===== src/rtl/rdo_pkg.sv =====
package rdo_pkg;
  localparam logic [7:0] K_IDLE = 8'hBC;
  localparam logic [7:0] K_SOP  = 8'hFB;
  localparam logic [7:0] K_EOP  = 8'hFD;

  typedef enum logic [2:0] {
    ST_IDLE, ST_SOP, ST_HDR0, ST_HDR1, ST_HDR2, ST_PAY, ST_EOP
  } fr_state_e;

  typedef struct packed {
    logic [1:0] par;
    logic [2:0] div;
    logic       cmp;
  } rdo_cfg_t;
endpackage


===== src/rtl/rdo_clk_div.sv =====
module rdo_clk_div #(
  parameter int DIV_W = 3
) (
  input  logic             clk_i,
  input  logic             rst_ni,
  input  logic             restart_i,
  input  logic [DIV_W-1:0] ratio_m1_i,
  output logic             tick_o
);
  logic [DIV_W-1:0] cnt_q;

  assign tick_o = (cnt_q == ratio_m1_i);

  always_ff @(posedge clk_i or negedge rst_ni) begin
    if (!rst_ni)                  cnt_q <= '0;
    else if (restart_i || tick_o) cnt_q <= '0;
    else                          cnt_q <= cnt_q + 1'b1;
  end


  tick_spacing_chk: assert property (@(posedge clk_i) disable iff (!rst_ni)
    (tick_o && !restart_i && ratio_m1_i != '0) |=> !tick_o);
endmodule


===== src/rtl/rdo_col_sched.sv =====
module rdo_col_sched #(
  parameter int NUM_COLS = 16,
  parameter int ROWS     = 8,
  parameter int LANES    = 8,
  localparam int COL_W   = $clog2(NUM_COLS),
  localparam int ROW_W   = $clog2(ROWS),
  localparam int LANE_W  = $clog2(LANES)
) (
  input  logic                   clk_i,
  input  logic                   rst_ni,
  input  logic                   restart_i,
  input  logic [1:0]             par_i,
  input  logic                   tick_i,
  input  logic                   active_i,
  input  logic                   consume_i,
  input  logic                   next_step_i,
  input  logic [LANES*8-1:0]     col_data_i,
  output logic                   fetch_o,
  output logic [LANES*COL_W-1:0] col_addr_o,
  output logic [ROW_W-1:0]       row_o,
  output logic                   buf_vld_o,
  output logic [7:0]             byte_o,
  output logic                   last_byte_o,
  output logic [COL_W-1:0]       step_o,
  output logic                   last_step_o
);
  localparam logic [ROW_W:0] ROWS_C = (ROW_W+1)'(ROWS);

  logic [COL_W-1:0]       step_q;
  logic [ROW_W:0]         row_cnt_q;
  logic [LANE_W-1:0]      lane_q;
  logic                   buf_vld_q;
  logic [LANES-1:0][7:0]  buf_q;
  logic [LANE_W-1:0]      lanes_m1;
  logic [COL_W-1:0]       grp_last;

  assign lanes_m1    = LANE_W'((1 << par_i) - 1);
  assign grp_last    = COL_W'((NUM_COLS >> par_i) - 1);
  assign fetch_o     = tick_i && active_i && !buf_vld_q && (row_cnt_q < ROWS_C);
  assign row_o       = row_cnt_q[ROW_W-1:0];
  assign buf_vld_o   = buf_vld_q;
  assign byte_o      = buf_q[lane_q];
  assign last_byte_o = (lane_q == lanes_m1) && (row_cnt_q == ROWS_C);
  assign step_o      = step_q;
  assign last_step_o = (step_q == grp_last);

  // lane l reads column l*G + step
  for (genvar l = 0; l < LANES; l++) begin : g_addr
    assign col_addr_o[l*COL_W +: COL_W] = (l < (1 << par_i))
      ? COL_W'((l << (COL_W - int'(par_i))) + int'(step_q)) : '0;
  end

  always_ff @(posedge clk_i or negedge rst_ni) begin
    if (!rst_ni) begin
      step_q    <= '0;
      row_cnt_q <= '0;
      lane_q    <= '0;
      buf_vld_q <= 1'b0;
      buf_q     <= '0;
    end else if (restart_i || next_step_i) begin
      step_q    <= restart_i ? '0 : step_q + 1'b1;
      row_cnt_q <= '0;
      lane_q    <= '0;
      buf_vld_q <= 1'b0;
    end else begin
      if (fetch_o) begin
        buf_q     <= col_data_i;
        buf_vld_q <= 1'b1;
        row_cnt_q <= row_cnt_q + 1'b1;
      end
      if (consume_i) begin
        if (lane_q == lanes_m1) begin
          lane_q    <= '0;
          buf_vld_q <= 1'b0;
        end else begin
          lane_q <= lane_q + 1'b1;
        end
      end
    end
  end


  consume_full_chk: assert property (@(posedge clk_i) disable iff (!rst_ni)
    consume_i |-> buf_vld_q);

  step_range_chk: assert property (@(posedge clk_i) disable iff (!rst_ni)
    fetch_o |-> (step_q <= grp_last));
endmodule


===== src/rtl/rdo_framer.sv =====
module rdo_framer
  import rdo_pkg::*;
#(
  parameter int ROWS  = 8,
  parameter int COL_W = 4
) (
  input  logic             clk_i,
  input  logic             rst_ni,
  input  logic             slot_i,
  input  logic             start_i,
  input  rdo_cfg_t         cfg_i,
  input  logic             buf_vld_i,
  input  logic [7:0]       byte_i,
  input  logic             last_byte_i,
  input  logic [COL_W-1:0] step_i,
  input  logic             last_step_i,
  output logic [7:0]       sym_o,
  output logic             sym_k_o,
  output logic             busy_o,
  output logic             active_o,
  output logic             consume_o,
  output logic             next_step_o
);
  fr_state_e state_q, state_d;

  assign busy_o      = (state_q != ST_IDLE);
  assign active_o    = busy_o && (state_q != ST_EOP);
  assign consume_o   = slot_i && (state_q == ST_PAY) && buf_vld_i;
  assign next_step_o = slot_i && (state_q == ST_EOP) && !last_step_i;

  always_comb begin
    sym_o   = K_IDLE;
    sym_k_o = 1'b1;
    unique case (state_q)
      ST_SOP:  sym_o = K_SOP;
      ST_EOP:  sym_o = K_EOP;
      ST_HDR0: begin sym_o = {2'b00, cfg_i.cmp, cfg_i.div, cfg_i.par}; sym_k_o = 1'b0; end
      ST_HDR1: begin sym_o = 8'(step_i);                                sym_k_o = 1'b0; end
      ST_HDR2: begin sym_o = 8'(ROWS << cfg_i.par);                     sym_k_o = 1'b0; end
      ST_PAY:  if (buf_vld_i) begin sym_o = byte_i; sym_k_o = 1'b0; end
      default: ;
    endcase
  end

  always_comb begin
    state_d = state_q;
    if (state_q == ST_IDLE) begin
      if (start_i) state_d = ST_SOP;
    end else if (slot_i) begin
      unique case (state_q)
        ST_SOP:  state_d = ST_HDR0;
        ST_HDR0: state_d = ST_HDR1;
        ST_HDR1: state_d = ST_HDR2;
        ST_HDR2: state_d = ST_PAY;
        ST_PAY:  if (buf_vld_i && last_byte_i) state_d = ST_EOP;
        ST_EOP:  state_d = last_step_i ? ST_IDLE : ST_SOP;
        default: state_d = ST_IDLE;
      endcase
    end
  end

  always_ff @(posedge clk_i or negedge rst_ni) begin
    if (!rst_ni) state_q <= ST_IDLE;
    else         state_q <= state_d;
  end
endmodule


===== src/rtl/rdo_ddr_ser.sv =====
module rdo_ddr_ser
  import rdo_pkg::*;
#(
  parameter int SYM_W    = 8,
  localparam int SLOT_CYC = SYM_W / 2,
  localparam int CNT_W    = $clog2(SLOT_CYC)
) (
  input  logic             clk_i,
  input  logic             rst_ni,
  input  logic [SYM_W-1:0] sym_i,
  input  logic             sym_k_i,
  output logic             slot_o,
  output logic [SYM_W-1:0] sym_o,
  output logic             sym_k_o,
  output logic             sym_vld_o,
  output logic             ddr_rise_o,
  output logic             ddr_fall_o
);
  logic [CNT_W-1:0] cnt_q;
  logic [SYM_W-1:0] sh_q;

  assign slot_o     = (cnt_q == CNT_W'(SLOT_CYC - 1));
  assign ddr_rise_o = sh_q[0];
  assign ddr_fall_o = sh_q[1];

  always_ff @(posedge clk_i or negedge rst_ni) begin
    if (!rst_ni) begin
      cnt_q     <= '0;
      sh_q      <= SYM_W'(K_IDLE);
      sym_o     <= SYM_W'(K_IDLE);
      sym_k_o   <= 1'b1;
      sym_vld_o <= 1'b0;
    end else begin
      cnt_q     <= slot_o ? '0 : cnt_q + 1'b1;
      sym_vld_o <= slot_o;
      if (slot_o) begin
        sh_q    <= sym_i;
        sym_o   <= sym_i;
        sym_k_o <= sym_k_i;
      end else begin
        sh_q <= {2'b00, sh_q[SYM_W-1:2]};
      end
    end
  end


  vld_gap_chk: assert property (@(posedge clk_i) disable iff (!rst_ni)
    sym_vld_o |=> !sym_vld_o);

  lsb_first_chk: assert property (@(posedge clk_i) disable iff (!rst_ni)
    sym_vld_o |=> (ddr_rise_o == sym_o[2]) && (ddr_fall_o == sym_o[3]));
endmodule


===== src/rtl/rdo_par_readout.sv =====
module rdo_par_readout
  import rdo_pkg::*;
#(
  parameter int NUM_COLS = 16,
  parameter int ROWS     = 8,
  localparam int LANES   = 8,
  localparam int COL_W   = $clog2(NUM_COLS),
  localparam int ROW_W   = $clog2(ROWS)
) (
  input  logic                   clk_i,
  input  logic                   rst_ni,
  input  logic                   start_i,
  input  logic [1:0]             par_sel_i,
  input  logic [2:0]             div_sel_i,
  input  logic                   cmp_en_i,
  output logic                   busy_o,
  output logic                   fetch_o,
  output logic [LANES*COL_W-1:0] col_addr_o,
  output logic [ROW_W-1:0]       row_o,
  input  logic [LANES*8-1:0]     col_data_i,
  output logic [7:0]             sym_o,
  output logic                   sym_k_o,
  output logic                   sym_vld_o,
  output logic                   ddr_rise_o,
  output logic                   ddr_fall_o
);
  rdo_cfg_t         cfg_q;
  logic             start_acc, tick, slot;
  logic             active, consume, next_step;
  logic             buf_vld, last_byte, last_step;
  logic [7:0]       pay_byte, fr_sym;
  logic             fr_k;
  logic [COL_W-1:0] step;

  assign start_acc = start_i && !busy_o;

  always_ff @(posedge clk_i or negedge rst_ni) begin
    if (!rst_ni)        cfg_q <= '0;
    else if (start_acc) cfg_q <= '{par: par_sel_i, div: div_sel_i, cmp: cmp_en_i};
  end

  rdo_clk_div #(.DIV_W(3)) i_div (
    .clk_i, .rst_ni, .restart_i(start_acc), .ratio_m1_i(cfg_q.div), .tick_o(tick)
  );

  rdo_col_sched #(.NUM_COLS(NUM_COLS), .ROWS(ROWS), .LANES(LANES)) i_sched (
    .clk_i, .rst_ni, .restart_i(start_acc), .par_i(cfg_q.par), .tick_i(tick),
    .active_i(active), .consume_i(consume), .next_step_i(next_step),
    .col_data_i, .fetch_o, .col_addr_o, .row_o, .buf_vld_o(buf_vld),
    .byte_o(pay_byte), .last_byte_o(last_byte), .step_o(step), .last_step_o(last_step)
  );

  rdo_framer #(.ROWS(ROWS), .COL_W(COL_W)) i_framer (
    .clk_i, .rst_ni, .slot_i(slot), .start_i(start_acc), .cfg_i(cfg_q),
    .buf_vld_i(buf_vld), .byte_i(pay_byte), .last_byte_i(last_byte),
    .step_i(step), .last_step_i(last_step), .sym_o(fr_sym), .sym_k_o(fr_k),
    .busy_o, .active_o(active), .consume_o(consume), .next_step_o(next_step)
  );

  rdo_ddr_ser #(.SYM_W(8)) i_ser (
    .clk_i, .rst_ni, .sym_i(fr_sym), .sym_k_i(fr_k), .slot_o(slot),
    .sym_o, .sym_k_o, .sym_vld_o, .ddr_rise_o, .ddr_fall_o
  );


  idle_fill_chk: assert property (@(posedge clk_i) disable iff (!rst_ni)
    (slot && !busy_o) |=> (sym_k_o && sym_o == K_IDLE));

  no_stray_fetch_chk: assert property (@(posedge clk_i) disable iff (!rst_ni)
    fetch_o |-> busy_o);
endmodule


===== config.mk =====
export PLATFORM = sky130hd
export DESIGN_NAME = rdo_par_readout
export DESIGN_NICKNAME = d
export VERILOG_FILES = /design/src/rtl/rdo_pkg.sv /design/src/rtl/rdo_clk_div.sv /design/src/rtl/rdo_col_sched.sv /design/src/rtl/rdo_framer.sv /design/src/rtl/rdo_ddr_ser.sv /design/src/rtl/rdo_par_readout.sv
export SDC_FILE = /design/constraint.sdc
export NUM_CORES = 1
export LEC_CHECK = 0
export BUFFER_PORTS_ARGS = -buffer_cell sky130_fd_sc_hd__buf_4
export CAP_MARGIN = 20
export CORE_ASPECT_RATIO = 1.75
export CORE_MARGIN = 1.5
export CORE_UTILIZATION = 60
export DETAILED_ROUTE_END_ITERATION = 6
export GPL_TIMING_DRIVEN = 0
export HOLD_SLACK_MARGIN = 0.12
export PLACE_DENSITY = 0.91
export SLEW_MARGIN = 20
export SYNTH_ARGS = -nofsm -noshare
export SYNTH_HDL_FRONTEND = slang
export SYNTH_SLANG_ARGS = --single-unit

===== constraint.sdc =====
create_clock -name clk_i -period 8.35 [get_ports clk_i]
set_input_delay 1.67 -clock clk_i [delete_from_list [all_inputs] [get_ports clk_i]]
set_output_delay 1.67 -clock clk_i [all_outputs]
set_load 0.03 [all_outputs]

* Word level (Yosys, flattened, before mapping)
Index checks and enable logic that the tools add are counted.
** Word-level totals
- Flip-flop bits (word level) :: 108
- Latch bits :: 0
- Memory bits (writable) :: 0
- Bits in read-only memories :: 0
- Bits of input ports :: 73
- Output and inout bits :: 49
- Word-level logic and storage cells :: 131
- Memories :: 0
** Operators by class
- Add/sub/neg operators :: 16
- $mul :: 0
- Div/mod/pow operators :: 0
- $lt $le $gt $ge :: 10
- Equality and inequality tests :: 14
- Shifts and indexed selects :: 11
- Muxes and demuxes :: 33
- Bitwise gates (word level) :: 1
- Reduce and logical (&&, ||, !) cells :: 24
** Operator list (number)
- $lt A4 B32 Y1 const A :: 4
- $shl A3 B32 Y4 const A :: 4
- $lt A3 B32 Y1 const A :: 2
- $shl A1 B32 Y4 const A :: 2
- $shl A2 B32 Y4 const A :: 2
- $pmux W8 S6 :: 1
- $mux W4 :: 11
- $add A4 B4 Y4 :: 8
- $lt A1 B32 Y1 const A :: 1
- $lt A2 B32 Y1 const A :: 1
- $shl A1 B2 Y32 const A :: 1
- $bmux W8 S3 :: 1
- $mux W3 :: 8
- $mux W8 :: 3
- $pmux W3 S6 :: 1
- $logic_and A1 B1 Y1 :: 11
- $eq A3 B3 Y1 const B :: 3
- $add A4 B1 Y4 const B :: 2
- $shl A4 B2 Y8 const A :: 1
- $add A3 B1 Y3 const B :: 2
- $eq A3 B2 Y1 const B :: 2
- $eq A3 B3 Y1 :: 2
- $mux W1 :: 6
- $ne A3 B3 Y1 const B :: 2
- 23 further kinds :: 28

* Depth between registers and ports, before layout
Gate-level depths: netlist (run 1).
- Depth after elaboration :: 9
- Depth in mapped cells :: 10
- Gate-level depth less buffers :: 9

* Hierarchy
From an unflattened synthesis (run 1), not the netlist that was laid out.
** Second synthesis, totals
- Cells, all modules :: 474
- Area total of the unflattened synthesis :: 6055.8 um2
** Modules (own cells, without submodules)
- rdo_col_sched :: instances 1, cells each 335, area each 4393.0 um2, sequential area each 1901.8 um2
- rdo_ddr_ser :: instances 1, cells each 42, area each 769.5 um2, sequential area each 514.2 um2
- rdo_framer :: instances 1, cells each 70, area each 467.9 um2, sequential area each 75.1 um2
- rdo_par_readout :: instances 1, cells each 14, area each 265.3 um2, sequential area each 150.1 um2
- rdo_clk_div :: instances 1, cells each 13, area each 160.2 um2, sequential area each 75.1 um2

* Worst setup path after synthesis (run 1)
No wires, ideal clock.
- Path kind :: register to output
- Start :: register cfg_q[4] (netlist name)
- End :: output col_addr_o[23]
- Arrival time :: 2.532 ns
- Required time :: 6.680 ns
- Slack :: 4.148 ns
- Cell stages (with the launch flop) :: 10
- Path buffers :: 1
- Path through :: dfrtp_1 inv_1 ha_1 clkbuf_1 nor2b_1 ha_1 a21o_1 a21oi_1 xor2_1 mux2i_1
** Between the ends
- Longest elaborated chain between the ends :: 4
- Elaborated cells between the ends (all ways) :: 6
- Classes of those cells :: add/sub: 2; order compare: 1; shift: 2; mux: 1
** RTL lines
- from (decl) :: line rdo_par_readout.sv:27 : rdo_cfg_t cfg_q;
- from (signal assigned) :: line rdo_par_readout.sv:39 : else if (start_acc) cfg_q <= '{par: par_sel_i, div: div_sel_i, cmp: cmp_en_i};
- $sub A3 B2 Y4 :: line rdo_col_sched.sv:50 : ? COL_W'((l << (COL_W - int'(par_i))) + int'(step_q)) : '0;
- $shl A3 B32 Y4 :: line rdo_col_sched.sv:50
- $add A4 B4 Y4 :: line rdo_col_sched.sv:50
- $mux W4 (*) :: line rdo_col_sched.sv:50
- to (decl) :: line rdo_par_readout.sv:18 : output logic [LANES*COL_W-1:0] col_addr_o,
Mark *: on every way between the ends. The rest lies on a longest branch, timed or not.

* Worst setup path in the final report (run 1)
- Start :: register cfg_q[4] (netlist name)
- End :: output col_addr_o[7]
** Between the ends
- Longest elaborated chain between the ends :: 4
- Elaborated cells between the ends (all ways) :: 6
- Classes of those cells :: add/sub: 2; order compare: 1; shift: 2; mux: 1
** RTL lines (line)
- $sub A3 B2 Y4 :: rdo_col_sched.sv:50
- $shl A1 B32 Y4 :: rdo_col_sched.sv:50
- $add A4 B4 Y4 :: rdo_col_sched.sv:50
- $mux W4 (*) :: rdo_col_sched.sv:50
Marked as above.

==> results.md, run 1 <==
* Post-synth EDFFs at 0
* Synth warnings at 0
* Critical R2R Capture: i_framer.state_q[0]
* ANT nets after route at 0
* Synth top area cells: dfrtp_1, mux2_2, mux2_4
* Final wirelength at 15700 um
* CTS tree: yes
* Total core area at 9530 um^2
* Layout cells sized above 1 at 41.6%
* Clk root buf: clkbuf_16
* Largest net degree at the start of global routing at 109
* Max Cap Viol at 0
* Area leader, netlist: dfrtp_1
* WL per Instance at 20.9 um
* I/O pins at 122
* Critical Path AT at 3.30 ns
* First-pass GRT wire length at 25200 um
* VDD IR max at 0.000265 V
* DR vias at 4378
* Final WS setup at 3.38 ns
* WS Path Type: flop to output pin
* Register area at 2720 um^2
* Clock power share at 14.8%
* Library cells used by synthesis at 55
* Avg Synthesized Cell Area at 12.0 um^2
* FP Rows at 47
* Leak at 3.49 nW
* Net Switching at 1.18 mW
* Vias in the first global route at 4887
* Max incr delay on CP at 0.47 ns
* Gr usage total at 32.0%
* Die Ht at 134 um
* Hold Path Sink: i_ser.cnt_q[0]
* GP Congestion at 0.929
* Worst slew margin at 35.7%
* Final setup vio count at 0
* Clock skew at 0.00649 ns
* Remaining global-route overflow at 0
* Prevailing post-synth register cell: dfrtp_1
* Slew @ Worst Pin at 0.965 ns
* Final worst path period share at 59.5%
* Clk_lat worst skew at 0.35 ns
* CP delay by family, top: buffers and inverters
* Startpoint types: flop
* R2R Path Start: cfg_q[4]
* Met2 GRT Util at 60.3%
* Number of buffers added on ports at 121
* WP buf/inv at 3
* Register bit count reported by yosys at 108
* Initial core utilization at 62.1%
* Pwr/cell area at 405 nW/um^2
* Pre-CTS setup slack at 3.80 ns
* Post-CTS Hold Buffers at 0
* Post-synthesis instance total at 493
* Post-Syn Area at 5920 um^2
* Reg2Reg Setup Slack at 5.69 ns
* Synthesis-to-finish area growth at 23.2%
* Sink Count at 108
* Commonest non-fill, non-tap cell in the layout: buf_4
* Fill count at 614
* Layout Cells excl Fill at 752
* Most Used Layer, Global Route: met2
* Cell Int Power at 1.78 mW
* Min-delay worst type: flop to flop
* DRC violations left at 0
* Final core utilization at 76.5%
* Reg clk slew, reported paths at 0.07 ns
* Max-slew violations at 0
* Final Hold Vio Count at 0
* Post-CTS repair timing setup buffer count at 0
* Seq pwr share at 32.8%
* CTS buffer count at 9
* Share of the synthesized area in the top cell type at 41.0%
* CTS Buffer Depth at 2
* Multi-input logic area at 2960 um^2
* Switching portion of total power at 39.9%
* Hold-critical path depth at 1
* Logic gate share of total power at 52.4%
* Initial antenna violation count at 0
* CP Capture Type: output pin
* Crit path cell chain: inv_1 -> ha_1 -> clkbuf_1 -> nor2b_1 -> ha_1 -> a21o_1 -> a21oi_1 -> xor2_1 -> mux2_2 -> buf_4
* Max Fclk at 201 MHz
* Final min period at 4.97 ns
* DIE WIDTH at 78.1 um
* Syn Nets at 590
* DR pass1 iterations at 5
* Layout Nets at 722
* Average vias per placed instance at 5.82
* DP Cell Count at 736
* Die area at 10500 um^2
* Commonest non-fill, non-tap cells in the layout: buf_4, dfrtp_1, mux2_2
* Depth of the worst register-to-register path at 9
* Crit-path most repeated cell: ha_1
* Iteration-0 DRC Markers at 273
* Met1 Use GR at 32.2%
* RSZ-0062 raised after global routing: no
* Slowest CP cell: dfrtp_1
* Worst EP required at 6.68 ns
* Sum Neg Setup Slack at 0 ns
* Hold Crit Start: i_ser.cnt_q[0]
* Status: complete, no violations
* Post-synthesis async set-or-reset flop share at 100%
* H-tree levels at 3
* Sequential fraction of the synthesis area at 45.9%
* N_diodes at 0
* Met3 GRT Util at 6.39%
* Detailed placer's ending HPWL at 11300 um
* Post_cts resized at 0
* CP Max Fanout at 10
-- sequential cells by signal, indices dropped and copies added, names as in the netlist --
register and cells:
i_sched.buf_q 64, i_ser.sh_q 8, i_ser.sym_o 8, cfg_q 6
i_sched.row_cnt_q 4, i_sched.step_o 4, i_div.cnt_q 3, i_framer.state_q 3
i_sched.lane_q 3, i_ser.cnt_q 2, i_sched.buf_vld_o 1, i_ser.sym_k_o 1
i_ser.sym_vld_o 1
-- worst register-to-register path: stages, from the launching register on --
cell,delay (ns)
dfrtp_1,0.47
inv_1,0.18
ha_1,0.21
clkbuf_1,0.43
inv_1,0.15
ha_1,0.34
xor2_1,0.16
nand3_1,0.26
o21ai_0,0.24
a31oi_1,0.10
-- power by group through the flow --
stage / logic, mW / registers [mW] / clock network [mW]
after floorplan: 1.08 / 0.946 / 0
final: 1.55 / 0.968 / 0.438
after global routing: 1.65 / 0.989 / 0.463
after detailed placement: 1.52 / 0.960 / 0
after CTS: 1.55 / 0.963 / 0.446
after global placement: 1.46 / 0.937 / 0
-- worst max path at each step --
stage / from / to / slack (ns) / cells after the start
CTS: cfg_q[4] / col_addr_o[7] / 3.41 / 10
global placement: cfg_q[4] / col_addr_o[7] / 3.87 / 10
floorplan: cfg_q[4] / col_addr_o[23] / 4.15 / 9
finish: cfg_q[4] / col_addr_o[7] / 3.38 / 10
detailed placement: cfg_q[4] / col_addr_o[7] / 3.80 / 10
global route: cfg_q[4] / col_addr_o[7] / 3.22 / 10
-- kinds of logic after synthesis --
logic type               share of synthesized area, %
AO/OA/AOI/OAI                                    5.24
AND/OR/NAND/NOR                                  12.9
flip-flops                                       45.9
multiplexers                                     23.0
buffers and inverters                            4.16
XOR/XNOR                                         3.40
adder cells (fa/ha/maj)                          5.33
-- layer usage --
metal / vias to the layer above / routed length [um]
met5: - / 0
met4: 0 / 767
met3: 49 / 726
met2: 161 / 8870
met1: 2183 / 5380
li1: 1985 / -
-- layout make-up --
class,count,area share [%]
Buffer,29,2.66
Clock buffer,9,3.09
Clock inverter,7,1.13
Inverter,14,0.721
Multi-Input combinational cell,342,40.5
Sequential cell,108,37.3
Tap cell,122,2.09
Timing Repair Buffer,121,12.5
-- per-stage QoR --
stage | hold WS [ns] | power, mW | instance area, um^2
finish | 0.445 | 2.95 | 7290
global route | 0.475 | 3.10 | 7290
CTS | 0.452 | 2.96 | 7290
detailed placement | 0.441 | 2.48 | 6980
global placement | 0.414 | 2.39 | 6980
floorplan | 0.403 | 2.03 | 5920
-- Yosys cell counts, drive strengths merged, types with 4 or more instances --
master,number
a21o,4
nor3,11
inv,13
dfstp,11
nor2b,14
xnor2,17
mux4,11
nand2,36
nand4b,4
nand2b,9
xor2,6
buf,21
clkbuf,8
dfrtp,97
mux2i,23
and2,20
a21oi,12
nand3,10
ha,22
o21ai,9
nor2,26
mux2,72
No activity file was read; power rests on OpenSTA's default activity.
==> run 2: changes to the inputs <==
ABC_AREA = 1   (was default)
CORE_UTILIZATION = 50   (was 60)
PLACE_DENSITY = 0.82   (was 0.91)
clock period = 4.43 ns   (was 8.35 ns; I/O delays follow)
==> results.md, run 2 <==
* Clk root buf: clkbuf_16
* Final core utilization at 62.9%
* DR pass1 iterations at 7
* Layout cells sized above 1 at 19.4%
* Die Ht at 147 um
* Gr usage total at 25.9%
* Initial antenna violation count at 0
* CP Max Fanout at 8
* Die area at 12500 um^2
* Commonest non-fill, non-tap cells in the layout: nand2_1, buf_4, dfrtp_1
* Pwr/cell area at 727 nW/um^2
* Post-Syn Area at 5880 um^2
* Vias in the first global route at 5429
* Reg clk slew, reported paths at 0.07 ns
* Biggest register: i_sched.buf_q
* Worst slew margin at 34.4%
* Avg Synthesized Cell Area at 7.65 um^2
* CTS buffer count at 9
* Sequential fraction of the synthesis area at 46.2%
* Max reg flops at 64
* Syn Nets at 866
* Startpoint types: flop
* Synth top area cells: dfrtp_1, nand2_1, o21ai_0
* Largest net degree at the start of global routing at 109
* ANT nets after route at 0
* Clock skew at 0.0110 ns
* CTS tree: yes
* Total design power at 5.27 mW
* RSZ-0062 raised after global routing: no
* Worst EP required at 3.54 ns
* I/O pins at 122
* FP Rows at 52
* Layout Nets at 998
* Prevailing post-synth register cell: dfrtp_1
* Max Fclk at 252 MHz
* H-tree levels at 3
* CTS Buffer Depth at 2
* Clk_lat worst skew at 0.35 ns
* Post-synthesis instance total at 769
* Remaining global-route overflow at 0
* Library cells used by synthesis at 30
* Post-synth EDFFs at 0
* First-pass GRT wire length at 25100 um
* Status: complete, but fails checks
* GP Congestion at 0.935
* Post-CTS repair timing setup buffer count at 0
* Leak at 3.76 nW
* Commonest non-fill, non-tap cell in the layout: nand2_1
* Synth top cells by count: nand2_1, dfrtp_1, o21ai_0
* Multi-input logic area at 2700 um^2
* Fill count at 1019
* Total core area at 11500 um^2
* Register area at 2720 um^2
* Pre-CTS setup slack at 0.877 ns
* Critical Path AT at 3.08 ns
* Synth warnings at 0
* Slew @ Worst Pin at 0.984 ns
* Register bit count reported by yosys at 108
* Sum Neg Setup Slack at 0 ns
* Violated checks: design-rule violations
* Post-synthesis async set-or-reset flop share at 100%
* WS Path Type: flop to output pin
* DRC violations left at 11
* Max Cap Viol at 0
* Post_cts resized at 0
* Layout Cells excl Fill at 1041
* Sink Count at 108
* Top flop regs: i_sched.buf_q: 64 flops, i_ser.sh_q: 8 flops, i_ser.sym_o: 8 flops
* WL per Instance at 15.0 um
* CP Capture Type: output pin
* VDD IR max at 0.000374 V
* Final Hold Vio Count at 0
* Final worst path period share at 89.4%
* Design area at 7250 um^2
* Min-delay worst type: flop to flop
* Max-slew violations at 0
* Number of buffers added on ports at 121
* N_diodes at 0
* Synthesis-to-finish area growth at 23.1%
* Average vias per placed instance at 5.28
* Final setup vio count at 0
* Initial core utilization at 51.1%
* Most frequent cell after synthesis: nand2_1
* Placed Area at 6970 um^2
* Final WS setup at 0.468 ns
* Final wirelength at 15600 um
* Post-CTS Hold Buffers at 0
* DIE WIDTH at 85.0 um
* Iteration-0 DRC Markers at 339
* Share of the synthesized area in the top cell type at 41.3%
* Final Hold Slack at 0.429 ns
* Area leader, netlist: dfrtp_1
* DR vias at 5498
* DP Cell Count at 1025
* Final min period at 3.96 ns
* Detailed placer's ending HPWL at 11900 um
==> run 2: critical path, cell delays in order (launching register included) <==
cell and delay [ns]:
dfrtp_1 0.46, inv_1 0.14, ha_1 0.23, buf_2 0.18
nor2_1 0.26, ha_1 0.20, inv_1 0.05, fa_1 0.37
xor2_1 0.31, o21ai_0 0.16, a21oi_1 0.17, buf_4 0.18
==> run 2: worst paths after layout <==
check | slack [ns] | cells past startpoint | end | start
min reg2reg | 0.43 | 1 | i_ser.cnt_q[0] | i_ser.cnt_q[0]
max in group asynchronous | 3.11 | 1 | i_sched.buf_q[23] | rst_ni
min in group asynchronous | 0.63 | 1 | i_sched.buf_q[2] | rst_ni
max reg2reg | 1.82 | 11 | i_framer.state_q[2] | cfg_q[4]
min | 0.43 | 1 | i_ser.cnt_q[0] | i_ser.cnt_q[0]
max | 0.47 | 11 | col_addr_o[27] | cfg_q[4]
==> run 2: metal layers <==
layer	up-vias	global-route usage (%)	wire length, um
met4	0	18.0	985
met1	2519	27.1	5590
li1	2707	-	-
met3	67	3.45	643
met5	-	0	0
met2	205	46.8	8410
==> run 2: final cells by class <==
type,instances,share of cell area [%]
sequential,108,37.5
multi-input combinational,551,37.2
timing repair buffer,121,12.6
inverter,66,3.42
clock buffer,11,3.35
buffer,44,3.09
tap,135,2.33
clock inverter,5,0.518
==> run 2: report_power, final <==
group / leakage (nW) / switching [mW] / total, mW / internal [mW]
registers: 1.32 / 0.252 / 1.70 / 1.45
logic: 2.31 / 1.85 / 2.80 / 0.950
clock network: 0.132 / 0.367 / 0.765 / 0.398
==> run 2: cells by family after synthesis <==
logic type	after synthesis	share of synthesized area (%)
AOI/OAI and AO/OA	116	10.4
xor gates and xnor gates	21	3.13
adders and majority gates	24	5.36
buffers and inverters	110	8.02
DFF	108	46.2
and+or+nand+nor	390	27.0
==> run 3: changes to the inputs <==
ABC_AREA = default   (was 1)
==> results.md, run 3 (same netlist as run 1, synthesis figures left out) <==
* Worst EP required at 3.54 ns
* Number of buffers added on ports at 121
* Total core area at 11600 um^2
* Hold Crit Start: i_ser.cnt_q[0]
* DIE WIDTH at 85.2 um
* H-tree levels at 3
* Max reg flops at 64
* Final Hold Vio Count at 0
* R2R Path Start: cfg_q[4]
* Initial antenna violation count at 0
* CP delay by family, top: buffers and inverters
* Leak at 3.49 nW
* Clock power share at 15.0%
* Max incr delay on CP at 0.47 ns
* Critical Path AT at 3.23 ns
* Detailed placer's ending HPWL at 10800 um
* Slowest CP cell: dfrtp_1
* Hold Path Sink: i_ser.cnt_q[0]
* Min-delay worst type: flop to flop
* Pwr/cell area at 744 nW/um^2
* Cell Int Power at 3.36 mW
* DR pass1 iterations at 6
* CTS Buffer Depth at 2
* Gr usage total at 23.1%
* Sum Neg Setup Slack at 0 ns
* Switching portion of total power at 38.1%
* Crit-path most repeated cell: ha_1
* Sink Count at 108
* Max Fclk at 243 MHz
* Worst slew margin at 36.9%
* Final worst path period share at 93.0%
* ANT nets after route at 0
* Largest net degree at the start of global routing at 109
* Initial core utilization at 51.1%
* Hold-critical path depth at 1
* I/O pins at 122
* Average vias per placed instance at 5.55
* Depth of the worst register-to-register path at 9
* CTS buffer count at 9
* Synthesis-to-finish area growth at 23.4%
* DR vias at 4246
* Layout Nets at 722
* CTS tree: yes
* Post-CTS Hold Buffers at 0
* Post_cts resized at 0
* Iteration-0 DRC Markers at 159
* Die Ht at 147 um
* Violated checks: design-rule violations
* Final core utilization at 63.1%
* Remaining global-route overflow at 0
* Logic gate share of total power at 52.0%
* Top flop regs: i_sched.buf_q: 64 flops, i_ser.sh_q: 8 flops, i_ser.sym_o: 8 flops
* Reg clk slew, reported paths at 0.07 ns
* Crit path cell chain: inv_1 -> ha_1 -> clkbuf_1 -> nor2b_1 -> ha_1 -> a21o_1 -> a21oi_1 -> xor2_1 -> mux2_2 -> buf_4
* Post-CTS repair timing setup buffer count at 0
* WP buf/inv at 3
* WL per Instance at 18.4 um
* Final setup vio count at 0
* Net Switching at 2.07 mW
* Seq pwr share at 33.0%
* Met3 GRT Util at 3.82%
* DRC violations left at 8
* VDD IR max at 0.000517 V
* Clk_lat worst skew at 0.35 ns
* Critical R2R Capture: i_framer.state_q[0]
* Status: complete, but fails checks
* WS Path Type: flop to output pin
* CP Max Fanout at 10
* Die area at 12500 um^2
* Slew @ Worst Pin at 0.946 ns
* Commonest non-fill, non-tap cell in the layout: buf_4
* Vias in the first global route at 4560
* Layout cells sized above 1 at 41.3%
* Most Used Layer, Global Route: met2
* Clk root buf: clkbuf_16
* RSZ-0062 raised after global routing: no
* CP Capture Type: output pin
* Commonest non-fill, non-tap cells in the layout: buf_4, dfrtp_1, mux2_2
* GP Congestion at 0.912
* Final min period at 4.12 ns
* Final wirelength at 14100 um
* Met1 Use GR at 23.5%
* N_diodes at 0
* Clock skew at 0.00676 ns
* Reg2Reg Setup Slack at 1.75 ns
* FP Rows at 52
* Max Cap Viol at 0
* Max-slew violations at 0
* Biggest register: i_sched.buf_q
* First-pass GRT wire length at 22300 um
* Startpoint types: flop
* Met2 GRT Util at 43.9%
==> run 3: area by class of cell <==
type | instances | area, um^2
clock inverters | 3 | 45.0
well taps | 135 | 169
clock buffers | 13 | 260
plain buffers | 29 | 194
inverters | 14 | 52.6
fillers | 893 | 4280
multi-input cells | 342 | 2960
flip-flops and latches | 108 | 2720
repair buffers | 121 | 912
==> run 3: power by group through the flow <==
stage | Combinational [mW] | Clock [mW] | Sequential (mW)
final | 2.83 | 0.816 | 1.79
after CTS | 2.86 | 0.827 | 1.79
after floorplan | 2.04 | 0 | 1.78
after global routing | 3.03 | 0.853 | 1.84
after global placement | 2.73 | 0 | 1.76
after detailed placement | 2.83 | 0 | 1.80
==> run 3: per-stage QoR <==
step / total power [mW] / setup WS (ns) / cell area, um^2 / hold slack (ns) / std cells
2_1_floorplan: 3.82 / 1.01 / 5920 / 0.403 / 493
6_report: 5.43 / 0.309 / 7300 / 0.440 / 765
3_3_place_gp: 4.50 / 0.730 / 7000 / 0.419 / 749
3_5_place_dp: 4.63 / 0.689 / 7000 / 0.434 / 749
4_1_cts: 5.47 / 0.286 / 7300 / 0.445 / 765
5_1_grt: 5.73 / 0.108 / 7300 / 0.464 / 765
==> run 3: layer usage <==
layer / share of wire, % / vias to the layer above
met4: 3.4 / 0
met5: 0 / -
met3: 4.5 / 36
met1: 35 / 2096
li1: - / 1980
met2: 57 / 134
==> run 3: worst max path at each step <==
stage                     slack (ns)  cells past startpoint     start        endpoint
after floorplan                 1.01                      9  cfg_q[4]  col_addr_o[23]
after global placement          0.73                     10  cfg_q[4]   col_addr_o[7]
after detailed placement        0.69                     10  cfg_q[4]   col_addr_o[7]
after CTS                       0.29                     10  cfg_q[4]   col_addr_o[7]
after global routing            0.11                     10  cfg_q[4]   col_addr_o[7]
final                           0.31                     10  cfg_q[4]   col_addr_o[7]
